==> src/rtl/vrn_pkg.sv <==
package vrn_pkg;

  // Tap code of a differential ring with `taps` cells in state `st`
  // (0 <= st < 2*taps): ones fill from bit 0 upward, then empty from bit 0.
  function automatic logic [31:0] jcode(input int st, input int taps);
    logic [31:0] full;
    full = (32'd1 << taps) - 32'd1;
    if (st <= taps) return (32'd1 << st) - 32'd1;
    return (full << (st - taps)) & full;
  endfunction

endpackage

==> src/rtl/vrn_phase_dec.sv <==
// Stage 2: decodes the tap pattern of every column into a ring state.
module vrn_phase_dec #(
  parameter int NCOL = 8,
  parameter int NTAP = 4
) (
  input  logic                                   clk,
  input  logic                                   rst,
  input  logic                                   in_valid,
  input  logic [NCOL*NTAP-1:0]                   in_samples,
  output logic                                   out_valid,
  output logic [NCOL*$clog2(2*NTAP)-1:0]         out_phase,
  output logic [NCOL-1:0]                        out_ok
);
  import vrn_pkg::*;

  localparam int NPH = 2 * NTAP;
  localparam int PW  = $clog2(NPH);

  logic v_q;

  for (genvar c = 0; c < NCOL; c++) begin : g_col
    logic [NTAP-1:0] tap;
    logic [PW-1:0]   ph_c, ph_q;
    logic            ok_c, ok_q;

    assign tap = in_samples[c*NTAP +: NTAP];

    always_comb begin
      ph_c = '0;
      ok_c = 1'b0;
      for (int s = 0; s < NPH; s++) begin
        if (tap == NTAP'(jcode(s, NTAP))) begin
          ph_c = PW'(s);
          ok_c = 1'b1;
        end
      end
    end

    always_ff @(posedge clk) begin
      if (rst) begin
        ph_q <= '0;
        ok_q <= 1'b0;
      end else if (in_valid) begin
        ph_q <= ph_c;
        ok_q <= ok_c;
      end
    end

    assign out_phase[c*PW +: PW] = ph_q;
    assign out_ok[c]             = ok_q;
  end

  always_ff @(posedge clk) begin
    if (rst) v_q <= 1'b0;
    else     v_q <= in_valid;
  end

  assign out_valid = v_q;

  AST_DEC_STAGE: assert property (@(posedge clk) disable iff (rst)
    in_valid |=> out_valid);

endmodule

==> src/rtl/vrn_cross_enc.sv <==
// Finds the crossing column and checks the pattern for consistency.
module vrn_cross_enc #(
  parameter int NCOL = 8,
  parameter int NTAP = 4
) (
  input  logic [NCOL*$clog2(2*NTAP)-1:0] in_phase,
  input  logic [NCOL-1:0]                in_ok,
  output logic [$clog2(NCOL)-1:0]        fine,
  output logic                           err
);
  localparam int PW = $clog2(2 * NTAP);
  localparam int FW = $clog2(NCOL);

  logic [PW-1:0]     ref_ph;
  logic [NCOL-1:1]   hit, same;
  logic              found, bubble;

  assign ref_ph = in_phase[PW-1:0];

  always_comb begin
    for (int k = 1; k < NCOL; k++) begin
      logic [PW-1:0] delta;
      delta   = PW'(in_phase[k*PW +: PW] - ref_ph - PW'(k));
      hit[k]  = (delta == PW'(1));
      same[k] = (delta == '0);
    end
  end

  always_comb begin
    fine   = '0;
    found  = 1'b0;
    bubble = 1'b0;
    for (int k = 1; k < NCOL; k++) begin
      if (!hit[k] && !same[k]) bubble = 1'b1;
      if (found && !hit[k])    bubble = 1'b1;
      if (hit[k] && !found) begin
        found = 1'b1;
        fine  = FW'(NCOL - k);
      end
    end
    err = bubble | ~(&in_ok);
  end

endmodule

==> src/rtl/vrn_code_merge.sv <==
// Stage 3: joins coarse and fine, removes the sliding-scale start offset.
module vrn_code_merge #(
  parameter int CW = 5,
  parameter int FW = 3
) (
  input  logic             clk,
  input  logic             rst,
  input  logic             in_valid,
  input  logic [CW-1:0]    in_coarse,
  input  logic [FW-1:0]    in_fine,
  input  logic [FW-1:0]    in_slide,
  input  logic             in_err,
  output logic             out_valid,
  output logic [CW+FW-1:0] out_code,
  output logic             out_err
);
  localparam int OW = CW + FW;

  logic [OW-1:0] raw, adj;
  logic          v_q, e_q;
  logic [OW-1:0] code_q;

  assign raw = {in_coarse, in_fine};
  assign adj = raw - OW'(in_slide);

  always_ff @(posedge clk) begin
    if (rst) begin
      v_q    <= 1'b0;
      e_q    <= 1'b0;
      code_q <= '0;
    end else begin
      v_q <= in_valid;
      e_q <= in_valid & in_err;
      if (in_valid) code_q <= adj;
    end
  end

  assign out_valid = v_q;
  assign out_err   = e_q;
  assign out_code  = code_q;

  AST_MERGE_STROBE: assert property (@(posedge clk) disable iff (rst)
    in_valid |=> out_valid);
  AST_MERGE_IDLE: assert property (@(posedge clk) disable iff (rst)
    !in_valid |=> !out_valid);
  AST_ERR_QUALIFIED: assert property (@(posedge clk) disable iff (rst)
    out_err |-> out_valid);
  AST_CODE_HOLD: assert property (@(posedge clk) disable iff (rst)
    !out_valid |-> $stable(out_code));
  AST_NO_SLIDE_FINE: assert property (@(posedge clk) disable iff (rst)
    (in_valid && in_slide == '0) |=> out_code[FW-1:0] == $past(in_fine));

endmodule

==> src/rtl/vrn_fine_decoder.sv <==
module vrn_fine_decoder #(
  parameter int NCOL = 8,
  parameter int NTAP = 4,
  parameter int CW   = 5
) (
  input  logic                          clk,
  input  logic                          rst,
  input  logic                          in_valid,
  input  logic [NCOL*NTAP-1:0]          in_samples,
  input  logic [CW-1:0]                 in_coarse,
  input  logic [$clog2(NCOL)-1:0]       in_slide,
  output logic                          out_valid,
  output logic [CW+$clog2(NCOL)-1:0]    out_code,
  output logic                          out_err
);
  localparam int FW = $clog2(NCOL);
  localparam int PW = $clog2(2 * NTAP);
  localparam int SW = NCOL * NTAP;

  // Stage 1: input capture
  logic          s1_valid;
  logic [SW-1:0] s1_samp;
  logic [CW-1:0] s1_coarse;
  logic [FW-1:0] s1_slide;

  always_ff @(posedge clk) begin
    if (rst) begin
      s1_valid  <= 1'b0;
      s1_samp   <= '0;
      s1_coarse <= '0;
      s1_slide  <= '0;
    end else begin
      s1_valid <= in_valid;
      if (in_valid) begin
        s1_samp   <= in_samples;
        s1_coarse <= in_coarse;
        s1_slide  <= in_slide;
      end
    end
  end

  // Stage 2: per-column state decode, side data delayed alongside
  logic               dec_valid;
  logic [NCOL*PW-1:0] dec_phase;
  logic [NCOL-1:0]    dec_ok;
  logic [CW-1:0]      s2_coarse;
  logic [FW-1:0]      s2_slide;

  vrn_phase_dec #(.NCOL(NCOL), .NTAP(NTAP)) u_dec (
    .clk        (clk),
    .rst        (rst),
    .in_valid   (s1_valid),
    .in_samples (s1_samp),
    .out_valid  (dec_valid),
    .out_phase  (dec_phase),
    .out_ok     (dec_ok)
  );

  always_ff @(posedge clk) begin
    if (rst) begin
      s2_coarse <= '0;
      s2_slide  <= '0;
    end else if (s1_valid) begin
      s2_coarse <= s1_coarse;
      s2_slide  <= s1_slide;
    end
  end

  // Crossing search (combinational between stage 2 and 3)
  logic [FW-1:0] x_fine;
  logic          x_err;

  vrn_cross_enc #(.NCOL(NCOL), .NTAP(NTAP)) u_cross (
    .in_phase (dec_phase),
    .in_ok    (dec_ok),
    .fine     (x_fine),
    .err      (x_err)
  );

  // Stage 3: merge and offset removal
  vrn_code_merge #(.CW(CW), .FW(FW)) u_merge (
    .clk       (clk),
    .rst       (rst),
    .in_valid  (dec_valid),
    .in_coarse (s2_coarse),
    .in_fine   (x_fine),
    .in_slide  (s2_slide),
    .in_err    (x_err),
    .out_valid (out_valid),
    .out_code  (out_code),
    .out_err   (out_err)
  );

  AST_CAPTURE_STROBE: assert property (@(posedge clk) disable iff (rst)
    in_valid |=> s1_valid);
  AST_ERR_FLOW: assert property (@(posedge clk) disable iff (rst)
    (dec_valid && x_err) |=> out_err);
  AST_ERR_CLEAN: assert property (@(posedge clk) disable iff (rst)
    (dec_valid && !x_err) |=> !out_err);

endmodule

==> config.mk <==
export PLATFORM = sky130hd
export DESIGN_NAME = vrn_fine_decoder
export DESIGN_NICKNAME = d
export VERILOG_FILES = /design/src/rtl/vrn_pkg.sv /design/src/rtl/vrn_phase_dec.sv /design/src/rtl/vrn_cross_enc.sv /design/src/rtl/vrn_code_merge.sv /design/src/rtl/vrn_fine_decoder.sv
export SDC_FILE = /design/constraint.sdc
export NUM_CORES = 1
export LEC_CHECK = 0
export BUFFER_PORTS_ARGS = -buffer_cell sky130_fd_sc_hd__buf_2
export CORE_AREA = 2 2 88 90
export DETAILED_ROUTE_END_ITERATION = 10
export DIE_AREA = 0 0 90 92
export GPL_TIMING_DRIVEN = 0
export PLACE_DENSITY = 0.81
export SLEW_MARGIN = 25
export SYNTH_ARGS = -nofsm -noshare
export SYNTH_HDL_FRONTEND = slang
export SYNTH_SLANG_ARGS = --single-unit
==> constraint.sdc <==
create_clock -name clk -period 5.1 [get_ports clk]
set_input_delay 0.51 -clock clk [delete_from_list [all_inputs] [get_ports clk]]
set_output_delay 0.51 -clock clk [all_outputs]
set_load 0.01 [all_outputs]
==> Yosys cells after proc, flatten, opt, wreduce, memory -nomap -nowiden <==
Cells that the tools add are included.
{ "totals": {"in_bits": 43, "output_inout_bits": 10, "ff_bits": 92} }
{ "classes": {"n_reduce_logical": 55, "bitwise_logic": 3, "eq_ne": 63, "muxes": 146, "n_addsub": 15} }
{ "ops": {"columns": ["operator", "count"], "rows": [
  ["3-bit two-way mux", 44],
  ["4-bit == test, second input constant", 32],
  ["1-bit two-way mux", 91],
  ["4-bit by 1-bit == test with 1-bit output, second input constant", 8],
  ["4-bit by 2-bit == test with 1-bit output, second input constant", 8],
  ["4-bit by 3-bit == test with 1-bit output, second input constant", 8],
  ["4-bit logical NOT", 8],
  ["2-bit two-way mux", 11],
  ["3-bit by 1-bit == test with 1-bit output, second input constant", 7],
  ["3-bit logical NOT", 7],
  ["3-bit subtractor", 7],
  ["1-bit logical NOT", 20],
  ["1-bit logical AND", 19],
  ["3-bit subtractor, second input constant", 4],
  ["8-bit AND reduction", 1],
  ["8-bit by 3-bit subtractor with 8-bit output", 1],
  ["3-bit by 2-bit subtractor with 3-bit output, second input constant", 2],
  ["3-bit by 1-bit subtractor with 3-bit output, second input constant", 1],
  ["1-bit bitwise AND", 1],
  ["1-bit inverter", 1],
  ["1-bit bitwise OR", 1]
]} }

==> Longest topological paths before layout <==
Gate-level depths: netlist of run 1.
{ "logic_depth": {"ltp_word": 23, "mapped_depth": 17} }

==> Modules after synthesis <==
Synthesis of run 1 repeated with hierarchy kept, for this count alone.
{ "unflattened": {"hier_cells": 522, "hier_area_um2": 4805.9} }
{ "by_module_without_submodules": {"columns": ["module", "area_each_um2", "instances", "cells_each"], "rows": [
  ["vrn_fine_decoder", 1767.9, 1, 157],
  ["vrn_phase_dec", 1741.7, 1, 214],
  ["vrn_cross_enc", 745.7, 1, 90],
  ["vrn_code_merge", 550.5, 1, 61]
]} }

==> Least setup slack after synthesis of run 1 <==
No wires, ideal clock.
{ "synth_timing": {"kind": "register to register", "start": "reg u_dec.g_col[0].ph_q[1]", "end": "reg u_merge.code_q[6] (netlist: u_merge.out_code[6])", "stages_incl_launch_ff": 17, "setup_slack_ns": 1.633, "path_buffers": 0, "synth_period_minus_slack_ns": 3.467, "required_time_ns": 5.014, "arrival_time_ns": 3.381, "cell_sequence": "dfxtp_1 -> inv_1 -> ha_1 -> ha_1 -> xor2_1 -> xnor2_1 -> or3_1 -> nand3b_2 -> a21oi_1 -> a221oi_1 -> ha_1 -> inv_1 -> fa_1 -> a211oi_1 -> nand2_1 -> xor2_1 -> a211oi_1"} }
{ "synth_via": {"elab_chain_cells": 23, "word_cells_on_any_way": 47, "cone_classes": "15 x add/sub; 7 x eq/ne; 13 x mux; 12 x reduce/logical"} }
{ "synth_rtl": {"columns": ["element", "line_no", "text"], "rows": [
  ["start, declared", "vrn_phase_dec.sv:23", "logic [PW-1:0] ph_c, ph_q;"],
  ["start signal, assigned", "vrn_phase_dec.sv:44", "ph_q <= ph_c;"],
  ["3-bit subtractor", "vrn_cross_enc.sv:23", "delta = PW'(in_phase[k*PW +: PW] - ref_ph - PW'(k));"],
  ["3-bit by 1-bit subtractor with 3-bit output", "vrn_cross_enc.sv:23", null],
  ["3-bit by 1-bit == test with 1-bit output", "vrn_cross_enc.sv:24", "hit[k] = (delta == PW'(1));"],
  ["1-bit two-way mux", "vrn_cross_enc.sv:36", "if (hit[k] && !found) begin"],
  ["1-bit logical NOT", "vrn_cross_enc.sv:36", null],
  ["1-bit logical AND", "vrn_cross_enc.sv:36", null],
  ["1-bit two-way mux", "vrn_cross_enc.sv:36", null],
  ["1-bit logical NOT", "vrn_cross_enc.sv:36", null],
  ["[7 not listed]", null, null],
  ["1-bit two-way mux", "vrn_cross_enc.sv:36", null],
  ["1-bit logical NOT", "vrn_cross_enc.sv:36", null],
  ["1-bit logical AND", "vrn_cross_enc.sv:36", null],
  ["1-bit two-way mux", "vrn_cross_enc.sv:36", null],
  ["1-bit logical NOT", "vrn_cross_enc.sv:36", null],
  ["1-bit logical AND", "vrn_cross_enc.sv:36", null],
  ["3-bit two-way mux *", "vrn_cross_enc.sv:36", null],
  ["8-bit by 3-bit subtractor with 8-bit output *", "vrn_code_merge.sv:24", "assign adj = raw - OW'(in_slide);"],
  ["end signal, assigned", "vrn_code_merge.sv:34", "if (in_valid) code_q <= adj;"],
  ["end, declared", "vrn_code_merge.sv:21", "logic [OW-1:0] code_q;"]
]} }
Mark *: on every way between the ends. The rest lies on a longest branch, timed or not.
A chain may end at the register's enable or synchronous reset.

==> Worst setup path in the final report of run 1 <==
Same ends and word-level chain as after synthesis.

==> results.sh, run 1 <==
export IMPL_status="finished clean"
export IMPL_hold_viol_final=0
export IMPL_cts_tree="built"
export IMPL_crit_type="flip-flop to flip-flop"
export IMPL_initial_core_util_pct=60.8
export IMPL_post_cts_setup_buffer_count=0
export IMPL_cellLeakagePower_nw=2.19
export IMPL_io_pin_count=53
export IMPL_clock_sink_count=92
export IMPL_rr_startpoint="u_dec.g_col[0].ph_q[1]$_SDFFE_PP0P_"
export IMPL_hold_slack_ns=0.371
export IMPL_worst_setup_path_end_kind="flip-flop"
export IMPL_ys_types=40
export IMPL_hold_depth=3
export IMPL_root_buffer="clkbuf_8"
export IMPL_path_cells="inv_1 > ha_1 > ha_1 > xor2_1 > xnor2_1 > or3_1 > nand3b_2 > a21oi_1 > a221oi_1 > ha_1 > inv_1 > fa_1 > a211oi_1 > nand2_1 > xor2_1 > a211oi_1"
export IMPL_arrival_ns=4.33
export IMPL_port_buffers=50
export IMPL_crit_fanout=7
export IMPL_row_count=32
export IMPL_final_layout_size_suffix_gt1_share_pct=12.0
export IMPL_grt_usage_pct=25.7
export IMPL_r2r_cells=16
export IMPL_synth_edf_count=0
export IMPL_fin_area_mm2=0.00513
export IMPL_mostFrequentLayoutCells="nor2_1, dfxtp_1, mux2i_1, buf_2, inv_1"
export IMPL_tightest_slew_ns=0.845
export IMPL_hold_start="in_samples[2]"
export IMPL_worstReg2RegEnd="u_merge.out_code[6]$_SDFFE_PP0P_"
export IMPL_hpwl_um=7320
export IMPL_ant_nets=0
export IMPL_slew_headroom_pct=43.6
export IMPL_ys_async_sr_fraction_pct=0
export IMPL_ir_drop_uv=198
export IMPL_wire_per_inst_um=14.9
export IMPL_synth_area_mm2=0.00453
export IMPL_final_core_util_pct=68.9
export IMPL_maxSlewViolCount=0
export IMPL_grt_setup_unrepaired="false"
export IMPL_clk_latency_ns=0.37
export IMPL_grt_max_degree=17
export IMPL_layout_commonest_cell="nor2_1"
export IMPL_die_width_um=90
export IMPL_grt_overflow=0
export IMPL_yosys_register_bits=92
export IMPL_viasPerCell=5.41
export IMPL_hold_path_class="input pin to flip-flop"
export IMPL_cts_resized=0
export IMPL_cp_start_kind="flip-flop"
export IMPL_period_minus_slack_ns=4.04
export IMPL_diodes=0
export IMPL_synth_top_area_share_pct=40.7
export IMPL_required_ns=5.39
export IMPL_setup_viol=0
export IMPL_dpl_cell_area_mm2=0.00491
export IMPL_syn_to_final_growth_pct=13.3
export IMPL_fin_skew_ns=0.0122
export IMPL_cts_htree_levels=3
export IMPL_first_iter_violations=232
export IMPL_synthesis_nets=578
export IMPL_yosys_most_used_dff="dfxtp_1"
export IMPL_max_stage_delay_ns=0.54
export IMPL_coreArea_mm2=0.00745
export IMPL_grt_pass1_vias=3650
export IMPL_nFillCells=630
export IMPL_vias=3670
export IMPL_die_h_um=92
export IMPL_cp_slowest_cell="dfxtp_1"
export IMPL_drc_errors=0
export IMPL_crit_top_cell="ha_1"
export IMPL_synth_seq_area_share_pct=40.7
export IMPL_powerDensity_mw_per_mm2=315
export IMPL_synth_top_area_cell="dfxtp_1"
export IMPL_dr_pass1_iters=4
export IMPL_ctsHoldBuffers=0
export IMPL_r2r_setup_slack_ns=1.06
export IMPL_syn_inst=511
export IMPL_max_freq_mhz=248
export IMPL_fin_cells=679
export IMPL_synth_area_top_cells="dfxtp_1, mux2i_1, nor2_1"
export IMPL_ys_warn_count=0
export IMPL_fin_crit_sh_pct=79.1
export IMPL_clk_pin_slew_ns=0.09
export IMPL_cts_buffer_depth=2
export IMPL_max_cap_viol_count=0
export IMPL_dieArea_mm2=0.00828
export IMPL_hold_end="s1_samp[2]$_SDFFE_PP0P_"
export IMPL_nets=639
export IMPL_place_inst=663
export IMPL_synth_area_per_cell_um2=8.86
export IMPL_grt_pass1_wl_um=17000
export IMPL_setup_tns_ns=0
export IMPL_wl_um=10100
export IMPL_gp_congestion=0.897
export IMPL_antenna_found_initial=0
export IMPL_cts_made_buffers=9
cells in the mapped netlist, types with 7 or more instances:
library cell  count
a211oi_1         22
a21oi_1          26
clkbuf_1         22
dfxtp_1          92
ha_1             22
inv_1            28
mux2i_1          55
nand2_1          15
nand2b_1         19
nor2_1          108
o211ai_1          7
o21ai_0           9
xnor2_1          19
xor2_1           13
worst max path at each step:
stage          depth (start not counted)                               end                                start  slack [ns]
4_1_cts                               16  u_merge.out_code[6]$_SDFFE_PP0P_  u_dec.g_col[0].ph_q[1]$_SDFFE_PP0P_        1.07
3_3_place_gp                          16  u_merge.out_code[6]$_SDFFE_PP0P_  u_dec.g_col[0].ph_q[1]$_SDFFE_PP0P_        1.19
3_5_place_dp                          16  u_merge.out_code[6]$_SDFFE_PP0P_  u_dec.g_col[0].ph_q[1]$_SDFFE_PP0P_        1.11
2_1_floorplan                         16  u_merge.out_code[6]$_SDFFE_PP0P_  u_dec.g_col[0].ph_q[1]$_SDFFE_PP0P_        1.63
6_report                              16  u_merge.out_code[6]$_SDFFE_PP0P_  u_dec.g_col[0].ph_q[1]$_SDFFE_PP0P_        1.06
5_1_grt                               16  u_merge.out_code[6]$_SDFFE_PP0P_  u_dec.g_col[0].ph_q[0]$_SDFFE_PP0P_        0.80
area by class of cell:
type / instances / area, um2 / share of cell area [%]
Sequential cell: 92 / 1840 / 35.9
Clock inverter: 6 / 95.1 / 1.85
Tap cell: 102 / 128 / 2.49
Buffer: 27 / 109 / 2.12
Clock buffer: 10 / 128 / 2.49
Timing Repair Buffer: 50 / 250 / 4.88
Inverter: 28 / 105 / 2.05
Multi-Input combinational cell: 364 / 2470 / 48.2
per-stage QoR:
stage / total power (W) / setup WS (ns)
2_1_floorplan: 0.00100 / 1.63
3_3_place_gp: 0.00106 / 1.19
3_5_place_dp: 0.00108 / 1.11
4_1_cts: 0.00162 / 1.07
5_1_grt: 0.00169 / 0.797
6_report: 0.00161 / 1.06
per-layer routing:
layer / up-vias / global-route usage [%] / share of wire [%] / wire, um
met2: 88 / 44.6 / 49 / 4940
li1: 1847 / - / - / -
met4: 0 / 9.87 / 1.5 / 150
met5: - / 0 / 0 / 0
met3: 13 / 3.53 / 5.0 / 501
met1: 1722 / 32.4 / 45 / 4520
registers in the layout, summed over array words and instances, names as in the netlist:
| signal | count |
|---|---|
| u_merge.out_valid | 1 |
| u_dec.out_valid | 1 |
| s1_valid | 1 |
| u_dec.g_col.ph_q | 24 |
| s1_samp | 32 |
| s1_coarse | 5 |
| u_merge.out_code | 8 |
| s1_slide | 3 |
| u_dec.g_col.ok_q | 8 |
| s2_slide | 3 |
| u_merge.out_err | 1 |
| s2_coarse | 5 |
power breakdown:
group | leakage (nW) | switching [W] | internal (W)
registers | 0.755 | 0.0000350 | 0.000756
logic | 1.33 | 0.000151 | 0.000123
clock network | 0.105 | 0.000267 | 0.000281
logic make-up after synthesis:
group,count (synthesis),synth area share [%]
xor+xnor,33,6.69
flops,92,40.7
mux,55,12.2
compound gates,80,11.7
buf+inv,55,4.72
fa+ha+maj,24,6.96
simple gates,172,17.1
worst max-delay path, delay by kind of cell (launching register included):
kind            cells  cell delay (ns)
fa+ha+maj           4             1.20
compound gates      4             0.96
simple gates        3             0.63
flops               1             0.54
xor+xnor            3             0.45
buf+inv             2             0.19
(Power assumes the default switching activity.)
==> inputs of run 2 (changes only) <==
--- a/config.mk
+++ b/config.mk
@@ -6,11 +6,11 @@
 export NUM_CORES = 1
 export LEC_CHECK = 0
 export BUFFER_PORTS_ARGS = -buffer_cell sky130_fd_sc_hd__buf_2
-export CORE_AREA = 2 2 88 90
+export CORE_AREA = 2 2 96 98
 export DETAILED_ROUTE_END_ITERATION = 10
-export DIE_AREA = 0 0 90 92
+export DIE_AREA = 0 0 98 100
 export GPL_TIMING_DRIVEN = 0
-export PLACE_DENSITY = 0.81
+export PLACE_DENSITY = 0.72
 export SLEW_MARGIN = 25
 export SYNTH_ARGS = -nofsm -noshare
 export SYNTH_HDL_FRONTEND = slang
==> constraint.sdc (replaced) <==
create_clock -name clk -period 3.6 [get_ports clk]
set_input_delay 0.36 -clock clk [delete_from_list [all_inputs] [get_ports clk]]
set_output_delay 0.36 -clock clk [all_outputs]
set_load 0.01 [all_outputs]
==> run 2 against run 1 <==
Wire length increased by 4.0%. Clock power is 41% higher. Worst setup slack worse by 0.95 ns. Clock skew decreased by 0.0036 ns. Final cell count increased by 2.2%. Combinational power increased by 64%. Critical path type unchanged. Critical endpoint unchanged. Largest power group unchanged.
==> results.sh, run 2 (same netlist as run 1, synthesis figures left out) <==
export IMPL_fin_area_mm2=0.00535
export IMPL_regMostFlops="s1_samp"
export IMPL_max_cap_viol_count=0
export IMPL_wl_um=10500
export IMPL_root_buffer="clkbuf_8"
export IMPL_layout_commonest_cell="nor2_1"
export IMPL_met1_usage_pct=27.0
export IMPL_cts_tree="built"
export IMPL_switching_power_w=0.000654
export IMPL_syn_to_final_growth_pct=18.2
export IMPL_grt_pass1_vias=3575
export IMPL_ctsHoldBuffers=0
export IMPL_vias=3749
export IMPL_grt_busiest_layer="met2"
export IMPL_required_ns=3.88
export IMPL_drc_errors=0
export IMPL_ir_drop_uv=191
export IMPL_cts_made_buffers=9
export IMPL_grt_use_met2_pct=36.8
export IMPL_cp_top_family="adder cells"
export IMPL_dr_pass1_iters=4
export IMPL_cts_htree_levels=3
export IMPL_period_minus_slack_ns=3.49
export IMPL_hpwl_um=7410
export IMPL_die_h_um=100
export IMPL_antenna_found_initial=0
export IMPL_diodes=0
export IMPL_grt_pass1_wl_um=17000
export IMPL_port_buffers=50
export IMPL_hold_slack_ns=0.224
export IMPL_final_core_util_pct=60.2
export IMPL_row_count=35
export IMPL_nets=645
export IMPL_status="finished clean"
export IMPL_combPwrFrac_pct=19.2
export IMPL_grt_overflow=0
export IMPL_grt_max_degree=16
export IMPL_max_stage_delay_ns=0.43
export IMPL_clockPowerShare_pct=33.0
export IMPL_crit_fanout=7
export IMPL_hold_path_class="input pin to flip-flop"
export IMPL_viasPerCell=5.40
export IMPL_io_pin_count=53
export IMPL_slew_headroom_pct=40.4
export IMPL_worst_setup_path_end_kind="flip-flop"
export IMPL_wire_per_inst_um=15.2
export IMPL_p_int_w=0.00169
export IMPL_crit_type="flip-flop to flip-flop"
export IMPL_mostFrequentLayoutCells="nor2_1, dfxtp_1, mux2i_1, buf_2"
export IMPL_maxSlewViolCount=0
export IMPL_cellLeakagePower_nw=2.25
export IMPL_critPathBufInv=2
export IMPL_max_freq_mhz=287
export IMPL_first_iter_violations=158
export IMPL_dieArea_mm2=0.00980
export IMPL_tightest_slew_ns=0.895
export IMPL_path_cells="inv_4 > ha_4 > ha_4 > xor2_4 > xnor2_2 > or3_4 > nand3b_4 > a21oi_2 > a221oi_2 > ha_2 > inv_2 > fa_2 > a211oi_2 > nand2_1 > xor2_1 > a211oi_1"
export IMPL_die_width_um=98
export IMPL_grt_setup_unrepaired="true"
export IMPL_dpl_cell_area_mm2=0.00492
export IMPL_crit_top_cell="ha_4"
export IMPL_fin_crit_sh_pct=96.9
export IMPL_use_met3_pct=3.62
export IMPL_gp_congestion=0.918
export IMPL_sw_frac_of_total_pct=27.9
export IMPL_coreArea_mm2=0.00889
export IMPL_largest_reg_flops=32
export IMPL_clk_pin_slew_ns=0.09
export IMPL_cp_slowest_cell="dfxtp_4"
export IMPL_grt_usage_pct=21.5
export IMPL_initial_core_util_pct=50.9
export IMPL_nFillCells=777
export IMPL_final_layout_size_suffix_gt1_share_pct=17.3
export IMPL_arrival_ns=3.77
export IMPL_clk_latency_ns=0.37
export IMPL_p_seq_share_pct=47.8
export IMPL_fin_skew_ns=0.00853
export IMPL_reg_largest_list="s1_samp x32, u_dec.g_col.ph_q x24"
export IMPL_cts_buffer_depth=2
export IMPL_hold_viol_final=0
export IMPL_powerDensity_mw_per_mm2=438
export IMPL_setup_viol=0
export IMPL_cp_start_kind="flip-flop"
export IMPL_ant_nets=0
export IMPL_clock_sink_count=92
[run 2: final cells by class]
class | instances | area (um2) | area share (%)
multi-input combinational | 364 | 2620 | 49.0
sequential | 92 | 1850 | 34.6
timing repair buffer | 56 | 295 | 5.52
tap | 111 | 139 | 2.60
clock buffer | 10 | 138 | 2.57
buffer | 27 | 109 | 2.03
inverter | 28 | 108 | 2.01
clock inverter | 6 | 87.6 | 1.64
[run 2: repair_timing]
item                       4_1_cts  5_1_grt
gates cloned                     0        0
buffers inserted                 1        5
setup endpoints to repair        4        3
resized for setup               12       22
pin swaps                        2       15
[run 2: final timing paths]
check / from / endpoint / slack [ns] / cells past startpoint
max: u_dec.g_col[0].ph_q[1]$_SDFFE_PP0P_ / u_merge.out_code[6]$_SDFFE_PP0P_ / 0.11 / 16
min: in_samples[9] / s1_samp[9]$_SDFFE_PP0P_ / 0.22 / 3
max reg2reg: u_dec.g_col[0].ph_q[1]$_SDFFE_PP0P_ / u_merge.out_code[6]$_SDFFE_PP0P_ / 0.11 / 16
min reg2reg: u_dec.g_col[4].ph_q[0]$_SDFFE_PP0P_ / u_dec.g_col[4].ph_q[0]$_SDFFE_PP0P_ / 0.48 / 2
[run 2: per-layer routing]
metal / wire [um] / part of all wire, % / vias up
li1: - / - / 1859
met1: 4620 / 44 / 1789
met2: 5100 / 48 / 86
met3: 570 / 5.4 / 15
met4: 227 / 2.2 / 0
met5: 0 / 0 / -
[run 2: worst min-delay path, delay by kind of cell]
family / cells / cell delay (ns)
buffers and inverters: 1 / 0.07
and+or+nand+nor: 1 / 0.07
muxes: 1 / 0.05
[run 2: through the flow]
stage,std cells,setup slack (ns),total power [W],setup TNS (ns)
global placement,672,-0.330,0.00151,-0.579
CTS,689,0.0176,0.00230,0
floorplan,511,0.133,0.00142,0
global route,694,-0.0388,0.00246,-0.0937
finish,694,0.110,0.00234,0
detailed placement,672,-0.394,0.00152,-0.846
[run 2: power groups by stage]
stage          combinational (W)  sequential, W  clock (W)
2_1_floorplan           0.000285        0.00113          0
3_3_place_gp            0.000369        0.00114          0
3_5_place_dp            0.000382        0.00114          0
4_1_cts                 0.000403        0.00112   0.000782
5_1_grt                 0.000497        0.00113   0.000830
6_report                0.000450        0.00112   0.000773
